--- src/rtl/dma_pg_pkg.sv ---
package dma_pg_pkg;
  localparam int unsigned CNT_W  = 16;
  localparam int unsigned PAGE_W = 8;
  localparam int unsigned PHYS_W = CNT_W + PAGE_W;

  typedef enum logic {
    STEP_UP   = 1'b0,
    STEP_DOWN = 1'b1
  } step_dir_e;

  typedef enum logic {
    PACK_BYTE = 1'b0,
    PACK_WORD = 1'b1
  } pack_e;
endpackage

--- src/rtl/dma_addr_ctr.sv ---
module dma_addr_ctr #(
  parameter int unsigned W = 16
) (
  input  logic                  clk_i,
  input  logic                  rst_ni,
  input  logic                  ld_i,
  input  logic [W-1:0]          val_i,
  input  logic                  step_i,
  input  logic                  reload_i,
  input  dma_pg_pkg::step_dir_e dir_i,
  output logic [W-1:0]          addr_o
);
  import dma_pg_pkg::*;

  logic [W-1:0] base_q, cur_q, stepped;

  // wraps inside the window; no carry leaves this counter
  always_comb begin
    if (dir_i == STEP_DOWN) stepped = cur_q - W'(1);
    else                    stepped = cur_q + W'(1);
  end

  always_ff @(posedge clk_i or negedge rst_ni) begin
    if (!rst_ni) begin
      base_q <= '0;
      cur_q  <= '0;
    end else if (ld_i) begin
      base_q <= val_i;
      cur_q  <= val_i;
    end else if (step_i) begin
      cur_q <= reload_i ? base_q : stepped;
    end
  end

  assign addr_o = cur_q;
endmodule

--- src/rtl/dma_xfer_cnt.sv ---
module dma_xfer_cnt #(
  parameter int unsigned W = 16
) (
  input  logic         clk_i,
  input  logic         rst_ni,
  input  logic         ld_i,
  input  logic [W-1:0] val_i,
  input  logic         xfer_i,
  input  logic         auto_i,
  input  logic         en_set_i,
  output logic [W-1:0] cnt_o,
  output logic         tc_o,
  output logic         en_o
);
  logic [W-1:0] base_q, cur_q;
  logic         en_q, last;

  assign last = (cur_q == '0);
  // a count load in the same cycle pre-empts the terminal count
  assign tc_o = xfer_i & ~ld_i & last;

  always_ff @(posedge clk_i or negedge rst_ni) begin
    if (!rst_ni) begin
      base_q <= '0;
      cur_q  <= '0;
    end else if (ld_i) begin
      base_q <= val_i;
      cur_q  <= val_i;
    end else if (xfer_i) begin
      cur_q <= (tc_o && auto_i) ? base_q : cur_q - W'(1);
    end
  end

  always_ff @(posedge clk_i or negedge rst_ni) begin
    if (!rst_ni)                en_q <= 1'b0;
    else if (tc_o && !auto_i)   en_q <= 1'b0;
    else if (en_set_i)          en_q <= 1'b1;
  end

  assign cnt_o = cur_q;
  assign en_o  = en_q;
endmodule

--- src/rtl/dma_addr_map.sv ---
module dma_addr_map #(
  parameter int unsigned CW = 16,
  parameter int unsigned PW = 8,
  localparam int unsigned OW = CW + PW
) (
  input  dma_pg_pkg::pack_e pack_i,
  input  logic [PW-1:0]     page_i,
  input  logic [CW-1:0]     ctr_i,
  output logic [OW-1:0]     phys_o
);
  import dma_pg_pkg::*;

  logic [OW-1:0] byte_map, word_map;

  assign byte_map = {page_i, ctr_i};
  // word packing: drop page bit 0, shift counter up one
  assign word_map = {page_i[PW-1:1], ctr_i, 1'b0};
  assign phys_o   = (pack_i == PACK_WORD) ? word_map : byte_map;
endmodule

--- src/rtl/dma_page_addr_gen.sv ---
module dma_page_addr_gen #(
  parameter int unsigned CNT_W  = dma_pg_pkg::CNT_W,
  parameter int unsigned PAGE_W = dma_pg_pkg::PAGE_W,
  localparam int unsigned PHYS_W = CNT_W + PAGE_W
) (
  input  logic              clk_i,
  input  logic              rst_ni,
  input  logic              word_mode_i,
  input  logic              auto_init_i,
  input  logic              addr_dec_i,
  input  logic              page_ld_i,
  input  logic [PAGE_W-1:0] page_i,
  input  logic              addr_ld_i,
  input  logic [CNT_W-1:0]  addr_i,
  input  logic              cnt_ld_i,
  input  logic [CNT_W-1:0]  cnt_i,
  input  logic              req_en_set_i,
  input  logic              xfer_i,
  output logic [PHYS_W-1:0] phys_addr_o,
  output logic [CNT_W-1:0]  cur_cnt_o,
  output logic              tc_o,
  output logic              req_en_o
);
  import dma_pg_pkg::*;

  logic [PAGE_W-1:0] page_q;
  logic [CNT_W-1:0]  addr_cur;
  logic              tc;
  step_dir_e         dir;
  pack_e             pack;

  assign dir  = addr_dec_i  ? STEP_DOWN : STEP_UP;
  assign pack = word_mode_i ? PACK_WORD : PACK_BYTE;

  always_ff @(posedge clk_i or negedge rst_ni) begin
    if (!rst_ni)        page_q <= '0;
    else if (page_ld_i) page_q <= page_i;
  end

  dma_xfer_cnt #(.W(CNT_W)) u_cnt (
    .clk_i    (clk_i),
    .rst_ni   (rst_ni),
    .ld_i     (cnt_ld_i),
    .val_i    (cnt_i),
    .xfer_i   (xfer_i),
    .auto_i   (auto_init_i),
    .en_set_i (req_en_set_i),
    .cnt_o    (cur_cnt_o),
    .tc_o     (tc),
    .en_o     (req_en_o)
  );

  dma_addr_ctr #(.W(CNT_W)) u_addr (
    .clk_i    (clk_i),
    .rst_ni   (rst_ni),
    .ld_i     (addr_ld_i),
    .val_i    (addr_i),
    .step_i   (xfer_i),
    .reload_i (tc & auto_init_i),
    .dir_i    (dir),
    .addr_o   (addr_cur)
  );

  dma_addr_map #(.CW(CNT_W), .PW(PAGE_W)) u_map (
    .pack_i (pack),
    .page_i (page_q),
    .ctr_i  (addr_cur),
    .phys_o (phys_addr_o)
  );

  assign tc_o = tc;
endmodule

--- config.mk ---
export PLATFORM = sky130hd
export DESIGN_NAME = dma_page_addr_gen
export DESIGN_NICKNAME = d
export VERILOG_FILES = /design/src/rtl/dma_pg_pkg.sv /design/src/rtl/dma_addr_ctr.sv /design/src/rtl/dma_xfer_cnt.sv /design/src/rtl/dma_addr_map.sv /design/src/rtl/dma_page_addr_gen.sv
export SDC_FILE = /design/constraint.sdc
export NUM_CORES = 1
export LEC_CHECK = 0
export ABC_AREA = 0
export BUFFER_PORTS_ARGS = -buffer_cell sky130_fd_sc_hd__buf_2
export CAP_MARGIN = 10
export CELL_PAD_IN_SITES_DETAIL_PLACEMENT = 0
export CELL_PAD_IN_SITES_GLOBAL_PLACEMENT = 2
export CORE_MARGIN = 2
export CORE_UTILIZATION = 36
export DETAILED_ROUTE_END_ITERATION = 8
export PLACE_DENSITY_LB_ADDON = 0.1
export RECOVER_POWER = 50
export SETUP_SLACK_MARGIN = 0.05
export SYNTH_ARGS = -nofsm -noshare
export SYNTH_HDL_FRONTEND = slang
export SYNTH_SLANG_ARGS = --single-unit
--- constraint.sdc ---
create_clock -name clk_i -period 4.1 [get_ports clk_i]
set_clock_uncertainty 0.05 [all_clocks]
set_input_delay 0.82 -clock clk_i [delete_from_list [all_inputs] [get_ports clk_i]]
set_output_delay 0.82 -clock clk_i [all_outputs]
set_load 0.02 [all_outputs]
==> impl_metrics.json, run 1 <==
{
  "status": "complete, but fails checks",
  "violations": "max-capacitance violations, max-slew violations",
  "period_share_pct": 78.2,
  "antenna_found_initial": 0,
  "grt_overflow": 0,
  "yosysSeqAreaShare_pct": 41.0,
  "slew_viol_final": 123,
  "n_antenna_cell": 0,
  "syn_to_final_growth_pct": 18.3,
  "post-route-drc-count": 0,
  "dieArea_sq_um": 13300,
  "syn-cell-area_sq_um": 4460,
  "ant_nets": 0,
  "placed_cell_area_sq_um": 4990,
  "netlist-cell-type-count": 57,
  "synth_ff_type": "dfrtp_1",
  "power_density_nw_per_um2": 438,
  "fill_cells": 1212,
  "fp.dieH_um": 115,
  "cts_tree": "done",
  "crit_arrival_ns": 3.29,
  "grt_pass1_vias": 3663,
  "hold_path_class": "flop to flop",
  "coreArea_sq_um": 12100,
  "clk_pin_slew_worst_paths_ns": 0.06,
  "rsz0062_at_grt": "no",
  "track_usage_pct": 18.5,
  "async_reset_ff_share_pct": 100,
  "cap_violations": 2,
  "p_leak_nw": 2.42,
  "seqCellArea_sq_um": 1830,
  "worst_pin_slew_ns": 1.91,
  "postLayoutCoreUtil_pct": 43.7,
  "synth_most_common_cell": "dfrtp_1",
  "htree_levels": 3,
  "clk_latency_ns": 0.34,
  "grt_pass1_wl_mm": 19.2,
  "hold_viol": 0,
  "cts.sink_count": 73,
  "drt-initial-drc-count": 120,
  "post-cts-setup-buffer-count": 0,
  "max-slew-margin-rel_pct": -27.5,
  "cts_buffers": 9,
  "cts_hold_buffers": 0,
  "dp.final_hpwl_mm": 8.19,
  "die_w_um": 115,
  "synth-edff-count": 0,
  "ctsResizeCount": 0,
  "ys_ff_latch": 73,
  "min_period_ns": 3.20,
  "yosysTopAreaCell": "dfrtp_1",
  "via_per_inst": 5.19,
  "io_pins": 92,
  "synth_common_cells": "dfrtp_1, nand2_1, o21ai_0",
  "ir_worst_vdd_v": 0.000176,
  "synth-warning-count": 0,
  "avgSynthCellArea_sq_um": 9.35,
  "setup_viol": 0,
  "crit_fanout": 48,
  "crit_path_end_kind": "flop",
  "finalSetupTns_ns": 0,
  "routed_wl_mm": 11.8,
  "ys_top_cells_by_area": "dfrtp_1, mux2_2, o21ai_0, ha_1, nand2_1",
  "crit_type": "primary input to flop",
  "layout.cells.non_filler": 722,
  "firstDrtPassIters": 4,
  "globalplace.congestion": 0.851,
  "vias": 3746,
  "final_area_sq_um": 5270,
  "io_buffers": 91,
  "fmax_mhz": 312,
  "nets": 617,
  "initial_core_util_pct": 37.0,
  "cp-start-kind": "primary input",
  "worstPathRequired_ns": 4.18,
  "clock_path_buffers": 2,
  "drive_above_1_share_pct": 27.4,
  "rows": 40,
  "synthesis.instances": 477,
  "grt_start_max_net_pins": 74,
  "syn-num-nets": 544,
  "multi_input_area_sq_um": 2350,
  "dp_cells": 707,
  "cts_root_buf": "clkbuf_16",
  "wl_per_cell_um": 16.3,
  "yosysTopAreaCellShare_pct": 41.0
}
[layer usage]
metal	GRT usage [%]	share of wire (%)	up-vias
met5	0	0	-
met2	29.9	48	55
met3	2.79	2.9	12
met1	24.9	47	1809
met4	7.31	1.6	0
li1	-	-	1870
[worst max-delay path, stage by stage]
cell and delay [ns]:
buf_2 0.07, clkbuf_1 1.36, nand2b_1 0.30, nand2b_1 0.51
o221ai_1 0.21
[registers in the layout, indices dropped and copies added (netlist names)]
name,cells
u_addr.addr_o,16
u_cnt.cnt_o,16
u_cnt.base_q,16
u_cnt.en_o,1
page_q,8
u_addr.base_q,16
[area by class of cell]
| type | instances | area share (%) |
|---|---|---|
| clock buffer | 10 | 4.53 |
| clock inverter | 5 | 1.07 |
| inverter | 28 | 1.99 |
| multi-input combinational | 342 | 44.6 |
| sequential | 73 | 34.6 |
| tap | 168 | 3.99 |
| timing repair buffer | 96 | 9.23 |
[cell families after synthesis]
family                   Yosys count  synth area share (%)
AND/OR/NAND/NOR                  131                  14.1
flip-flops                        73                  41.0
AO/OA/AOI/OAI                    140                  20.8
adder cells (fa/ha/maj)           17                  4.94
XOR/XNOR                          13                  2.55
multiplexers                      41                  10.3
buffers and inverters             62                  6.34
[stage by stage]
stage                     hold WS, ns  total power, mW  setup slack (ns)
after floorplan                 0.425             1.34              1.36
after global placement          0.434             1.52             0.956
after detailed placement        0.442             1.53             0.962
after CTS                       0.455             2.34             0.919
after global routing            0.471             2.46             0.556
final                           0.453             2.31             0.895
[cells in the final DEF, fill, tap and decap left out, types with 8 or more instances in the layout]
cell type,count
o221ai_1,9
a22oi_1,13
o21ai_0,41
a21oi_1,23
ha_1,16
mux2_2,38
a21o_1,11
dfrtp_1,73
inv_1,27
nand2_1,47
clkbuf_16,9
buf_2,88
a211oi_1,8
nor2_1,32
nor3_1,14
nand3_1,8
xnor2_1,8
[final timing paths]
kind / start / end / slack, ns / cells after the start
worst min-delay path: page_q[7]$_DFFE_PN0P_ / page_q[7]$_DFFE_PN0P_ / 0.45 / 1
max in group asynchronous: rst_ni / u_addr.base_q[4]$_DFFE_PN0P_ / 1.96 / 1
worst max-delay path: addr_ld_i / u_addr.addr_o[6]$_DFFE_PN0P_ / 0.90 / 5
min in group asynchronous: rst_ni / u_cnt.cnt_o[10]$_DFFE_PN0P_ / 0.95 / 1
worst max register to register: u_cnt.cnt_o[4]$_DFFE_PN0P_ / u_addr.addr_o[11]$_DFFE_PN0P_ / 1.18 / 7
worst min register to register: page_q[7]$_DFFE_PN0P_ / page_q[7]$_DFFE_PN0P_ / 0.45 / 1
[report_power, final]
part / total [mW] / switching [mW] / internal, mW
Clock: 0.797 / 0.314 / 0.483
Sequential: 0.883 / 0.0822 / 0.801
Combinational: 0.630 / 0.359 / 0.271
Note: power is estimated with default switching activity, not from simulation.
==> run 2, diff against run 1 <==
Settings changed: ABC_AREA 0 to 1, CORE_UTILIZATION 36 to 28.
Clock period 4.1 ns to 2.8 ns, I/O delays scaled along.
==> impl_metrics.json, run 2 <==
{
  "ant_nets": 0,
  "grt_pass1_wl_mm": 24.4,
  "yosysSeqAreaShare_pct": 37.9,
  "ctsResizeCount": 0,
  "layout_commonest_cell": "nand2_1",
  "postLayoutCoreUtil_pct": 34.3,
  "synth_ff_type": "dfrtp_1",
  "cts_root_buf": "clkbuf_16",
  "crit_slowest_cell": "dfrtp_1",
  "slew_viol_final": 74,
  "track_usage_pct": 17.2,
  "setup_viol": 0,
  "violations": "max-capacitance violations, max-slew violations",
  "worst-r2r-setup-slack_ns": 0.66,
  "post-route-drc-count": 0,
  "setup_slack_ns": 0.294,
  "cp-start-kind": "flop",
  "syn-num-nets": 753,
  "grt_start_max_net_pins": 74,
  "cap_violations": 1,
  "cts_hold_buffers": 0,
  "hold_viol": 0,
  "routed_wl_mm": 14.6,
  "fp.dieH_um": 135,
  "hold_path_class": "primary input to flop",
  "dp_cells": 979,
  "clk_pin_slew_worst_paths_ns": 0.07,
  "placed_cell_area_sq_um": 5480,
  "die_w_um": 135,
  "worstPathCellList": "inv_1 -> ha_1 -> nand2_1 -> nor2_1 -> and2_1 -> nand2_1 -> inv_1 -> buf_2",
  "status": "complete, but fails checks",
  "synthesis.instances": 686,
  "n_antenna_cell": 0,
  "yosysTopAreaCellShare_pct": 37.9,
  "drive_above_1_share_pct": 17.5,
  "worstPathRequired_ns": 2.19,
  "layout_common_cells": "nand2_1, buf_2, inv_1, dfrtp_1, nor2_1",
  "cp_top_family": "simple AND/OR/NAND/NOR gates",
  "whs_path_depth": 3,
  "cp_slowest_stage_delay_ns": 0.44,
  "cp_num_buf_inv": 3,
  "worst_pin_slew_ns": 1.94,
  "period_share_pct": 89.5,
  "cts_tree": "done",
  "p_total_mw": 3.45,
  "netlist-cell-type-count": 32,
  "coreArea_sq_um": 16700,
  "clk_latency_ns": 0.35,
  "drt-initial-drc-count": 131,
  "io_pins": 92,
  "syn-cell-area_sq_um": 4810,
  "wl_per_cell_um": 14.7,
  "cts_buffers": 9,
  "hp-start": "page_i[0]",
  "final_area_sq_um": 5730,
  "crit_type": "flop to primary output",
  "htree_levels": 3,
  "via_per_inst": 4.56,
  "clock_path_buffers": 2,
  "initial_core_util_pct": 28.8,
  "grt_overflow": 0,
  "max-slew-margin-rel_pct": -29.4,
  "io_buffers": 91,
  "post-cts-setup-buffer-count": 0,
  "firstDrtPassIters": 6,
  "reg2regPathDepth": 10,
  "cts.sink_count": 73,
  "crit_arrival_ns": 1.90,
  "ir_worst_vdd_v": 0.000289,
  "min_period_ns": 2.51,
  "ys_ff_latch": 73,
  "avgSynthCellArea_sq_um": 7.02,
  "reg2reg_to": "u_cnt.cnt_o[13]$_DFFE_PN0P_",
  "dp.final_hpwl_mm": 11.2,
  "grt_util_met2_pct": 30.5,
  "layout.cells.non_filler": 995,
  "async_reset_ff_share_pct": 100,
  "crit_path_end_kind": "primary output",
  "synth-warning-count": 0,
  "dieArea_sq_um": 18300,
  "pre_cts_slack_ns": 0.421,
  "finalSetupTns_ns": 0,
  "vias": 4533,
  "hold_ws_ns": 0.380,
  "p_leak_nw": 3.12,
  "grt.busiest_layer": "met2",
  "worstReg2RegStart": "u_cnt.cnt_o[0]$_DFFE_PN0P_",
  "syn_to_final_growth_pct": 19.1,
  "nets": 837,
  "ys_top_cells_by_area": "dfrtp_1, nand2_1, inv_1, nor2_1, a21boi_0",
  "rsz0062_at_grt": "no",
  "power_density_nw_per_um2": 602,
  "rows": 47,
  "synth_most_common_cell": "nand2_1",
  "holdPathEnd": "page_q[0]$_DFFE_PN0P_",
  "crit_fanout": 5,
  "met1_usage_pct": 20.9,
  "grt_pass1_vias": 4813,
  "antenna_found_initial": 0,
  "globalplace.congestion": 0.834,
  "yosysTopAreaCell": "dfrtp_1",
  "gr-usage-met3_pct": 2.99,
  "synth_common_cells": "nand2_1, inv_1, dfrtp_1",
  "fmax_mhz": 399,
  "synth-edff-count": 0
}
-- run 2: how the worst max path moves through the flow --
stage | start | to | slack [ns] | cells after the start
finish | u_cnt.cnt_o[0]$_DFFE_PN0P_ | tc_o | 0.29 | 8
global route | u_cnt.cnt_o[0]$_DFFE_PN0P_ | tc_o | 0.18 | 8
CTS | u_cnt.cnt_o[0]$_DFFE_PN0P_ | tc_o | 0.25 | 8
detailed placement | addr_dec_i | u_addr.addr_o[10]$_DFFE_PN0P_ | 0.42 | 12
global placement | addr_dec_i | u_addr.addr_o[6]$_DFFE_PN0P_ | 0.42 | 10
floorplan | word_mode_i | phys_addr_o[11] | 0.78 | 4
-- run 2: cell type report --
type | instances | area [sq um]
inverters | 77 | 289
flip-flops and latches | 73 | 1830
repair buffers | 101 | 519
clock inverters | 6 | 42.5
multi-input cells | 508 | 2540
well taps | 220 | 275
fillers | 1817 | 11000
clock buffers | 10 | 239
-- run 2: power breakdown --
group	switching (mW)	leakage (nW)	total, mW	internal (mW)
registers	0.125	0.879	1.30	1.17
clock network	0.486	0.135	1.11	0.626
logic	0.668	2.11	1.04	0.376
total	1.28	3.12	3.45	2.18
-- run 2: kinds of logic after synthesis --
group | after synthesis | synth area share (%)
xor+xnor | 12 | 2.18
buf+inv | 105 | 9.28
simple gates | 375 | 31.5
mux | 7 | 1.64
compound gates | 97 | 12.8
fa+ha+maj | 17 | 4.57
flops | 73 | 37.9
-- run 2: worst min-delay path, stage by stage --
cell and delay, ns:
buf_2 0.08, nand2_1 0.04, o21ai_0 0.06
-- run 2: routing by layer --
layer  up-vias  routed length (um)  share of wire, %
met2        77                7300                50
li1       2336                   -                 -
met4         0                 289               2.0
met3        22                 466               3.2
met5         -                   0                 0
met1      2098                6570                45
==> run 3, diff against run 2 <==
==> constraint.sdc (replaced) <==
create_clock -name clk_i -period 2.8 [get_ports clk_i]
set_clock_uncertainty 0.05 [all_clocks]
set_input_delay 0.28 -clock clk_i [delete_from_list [all_inputs] [get_ports clk_i]]
set_output_delay 0.28 -clock clk_i [all_outputs]
set_load 0.02 [all_outputs]
==> impl_metrics.json, run 3 (same netlist as run 2, synthesis figures left out) <==
{
  "io_pins": 92,
  "die_w_um": 135,
  "grt_util_met2_pct": 30.0,
  "clock_path_buffers": 2,
  "crit_arrival_ns": 1.77,
  "p_int_mw": 2.33,
  "cap_violations": 1,
  "via_per_inst": 4.48,
  "setup_viol": 0,
  "slew_viol_final": 74,
  "gr-usage-met3_pct": 2.24,
  "worstReg2RegStart": "u_cnt.cnt_o[0]$_DFFE_PN0P_",
  "reg2regPathDepth": 10,
  "seqCellArea_sq_um": 1830,
  "drt-initial-drc-count": 162,
  "track_usage_pct": 16.9,
  "post-cts-setup-buffer-count": 0,
  "globalplace.congestion": 0.826,
  "met1_usage_pct": 21.3,
  "p_switching_mw": 1.28,
  "reg2reg_to": "u_cnt.cnt_o[13]$_DFFE_PN0P_",
  "crit_slowest_cell": "dfrtp_1",
  "worst_pin_slew_ns": 1.95,
  "ir_worst_vdd_v": 0.000260,
  "cp_top_family": "simple AND/OR/NAND/NOR gates",
  "status": "complete, but fails checks",
  "hold_path_class": "primary input to flop",
  "htree_levels": 3,
  "p_total_mw": 3.61,
  "max-slew-margin-rel_pct": -30.0,
  "grt_start_max_net_pins": 74,
  "clk_pin_slew_worst_paths_ns": 0.06,
  "cts_buffers": 9,
  "rsz0062_at_grt": "no",
  "grt_overflow": 0,
  "coreArea_sq_um": 16700,
  "hold_viol": 0,
  "antenna_found_initial": 0,
  "worstPathRequired_ns": 2.47,
  "period_share_pct": 75.0,
  "p_comb_share_pct": 28.9,
  "initial_core_util_pct": 28.8,
  "cts.sink_count": 73,
  "pwr-share-seq_pct": 35.9,
  "grt_pass1_vias": 4681,
  "grt.busiest_layer": "met2",
  "clk_latency_ns": 0.34,
  "routed_wl_mm": 14.5,
  "drive_above_1_share_pct": 17.5,
  "firstDrtPassIters": 4,
  "cp_num_buf_inv": 3,
  "io_buffers": 91,
  "n_antenna_cell": 0,
  "finalSetupTns_ns": 0,
  "dieArea_sq_um": 18300,
  "worst-r2r-setup-slack_ns": 0.76,
  "layout_common_cells": "nand2_1, buf_2, inv_1, dfrtp_1, nor2_1",
  "ctsResizeCount": 0,
  "cts_tree": "done",
  "final_area_sq_um": 5760,
  "dp.final_hpwl_mm": 10.7,
  "post-route-drc-count": 0,
  "fmax_mhz": 476,
  "multi_input_area_sq_um": 2540,
  "cts_hold_buffers": 0,
  "power_density_nw_per_um2": 627,
  "nets": 835,
  "crit_fanout": 5,
  "holdPathEnd": "u_cnt.base_q[6]$_DFFE_PN0P_",
  "syn_to_final_growth_pct": 19.6,
  "layout.cells.non_filler": 993,
  "grt_pass1_wl_mm": 24.0,
  "vias": 4445,
  "fill_cells": 1846,
  "worstPathCellList": "inv_1 -> ha_1 -> nand2_1 -> nor2_1 -> and2_1 -> nand2_1 -> inv_1 -> buf_2",
  "pwr-share-clk_pct": 35.2,
  "placed_cell_area_sq_um": 5450,
  "ant_nets": 0,
  "fp.dieH_um": 135,
  "cp-start-kind": "flop",
  "rows": 47,
  "swShare_pct": 35.5,
  "cp_slowest_stage_delay_ns": 0.42,
  "min_period_ns": 2.10,
  "crit_path_end_kind": "primary output",
  "violations": "max-capacitance violations, max-slew violations",
  "cts_root_buf": "clkbuf_16",
  "wl_per_cell_um": 14.6,
  "dp_cells": 977,
  "layout_commonest_cell": "nand2_1",
  "crit_type": "flop to primary output",
  "whs_path_depth": 3,
  "p_leak_nw": 3.14,
  "hp-start": "cnt_i[6]"
}
-- run 3: worst max path at each step --
| stage | startpoint | end | depth (start not counted) |
|---|---|---|---|
| after floorplan | u_cnt.cnt_o[0]$_DFFE_PN0P_ | u_cnt.cnt_o[15]$_DFFE_PN0P_ | 9 |
| after global placement | addr_dec_i | u_addr.addr_o[13]$_DFFE_PN0P_ | 12 |
| after detailed placement | u_cnt.cnt_o[0]$_DFFE_PN0P_ | u_addr.addr_o[9]$_DFFE_PN0P_ | 10 |
| after CTS | u_cnt.cnt_o[0]$_DFFE_PN0P_ | tc_o | 8 |
| after global routing | u_cnt.cnt_o[0]$_DFFE_PN0P_ | u_addr.addr_o[15]$_DFFE_PN0P_ | 10 |
| final | u_cnt.cnt_o[0]$_DFFE_PN0P_ | tc_o | 8 |
-- run 3: metal layers --
metal | wire (um) | vias up
li1 | - | 2320
met1 | 6680 | 2050
met2 | 7220 | 62
met3 | 380 | 13
met4 | 213 | 0
met5 | 0 | -
-- run 3: power groups by stage --
stage          clock, mW  combinational [mW]  sequential, mW
6_report            1.27                1.04            1.30
5_1_grt             1.36                1.20            1.32
4_1_cts             1.31                1.07            1.30
3_5_place_dp           0                1.06            1.32
3_3_place_gp           0                1.07            1.32
2_1_floorplan          0               0.725            1.30
-- run 3: through the flow --
stage	hold slack (ns)	worst slack [ns]	utilization (%)
2_1_floorplan	-0.0656	1.08	-
3_3_place_gp	0.400	0.729	32.6
3_5_place_dp	0.403	0.731	32.6
4_1_cts	0.0857	0.662	34.6
5_1_grt	0.103	0.496	34.5
6_report	0.0973	0.701	34.5
-- run 3: area by class of cell --
class	instances	area share, %
repair buffers	99	8.78
inverters	77	5.02
flip-flops and latches	73	31.7
well taps	220	4.78
clock inverters	7	1.65
clock buffers	9	3.91
multi-input cells	508	44.1
-- run 3: worst reg2reg max path, delay by kind of cell, from the launching register on --
family,cells,cell delay [ns]
simple gates,6,0.76
fa+ha+maj,1,0.17
compound gates,1,0.07
flops,1,0.42
buf+inv,2,0.46
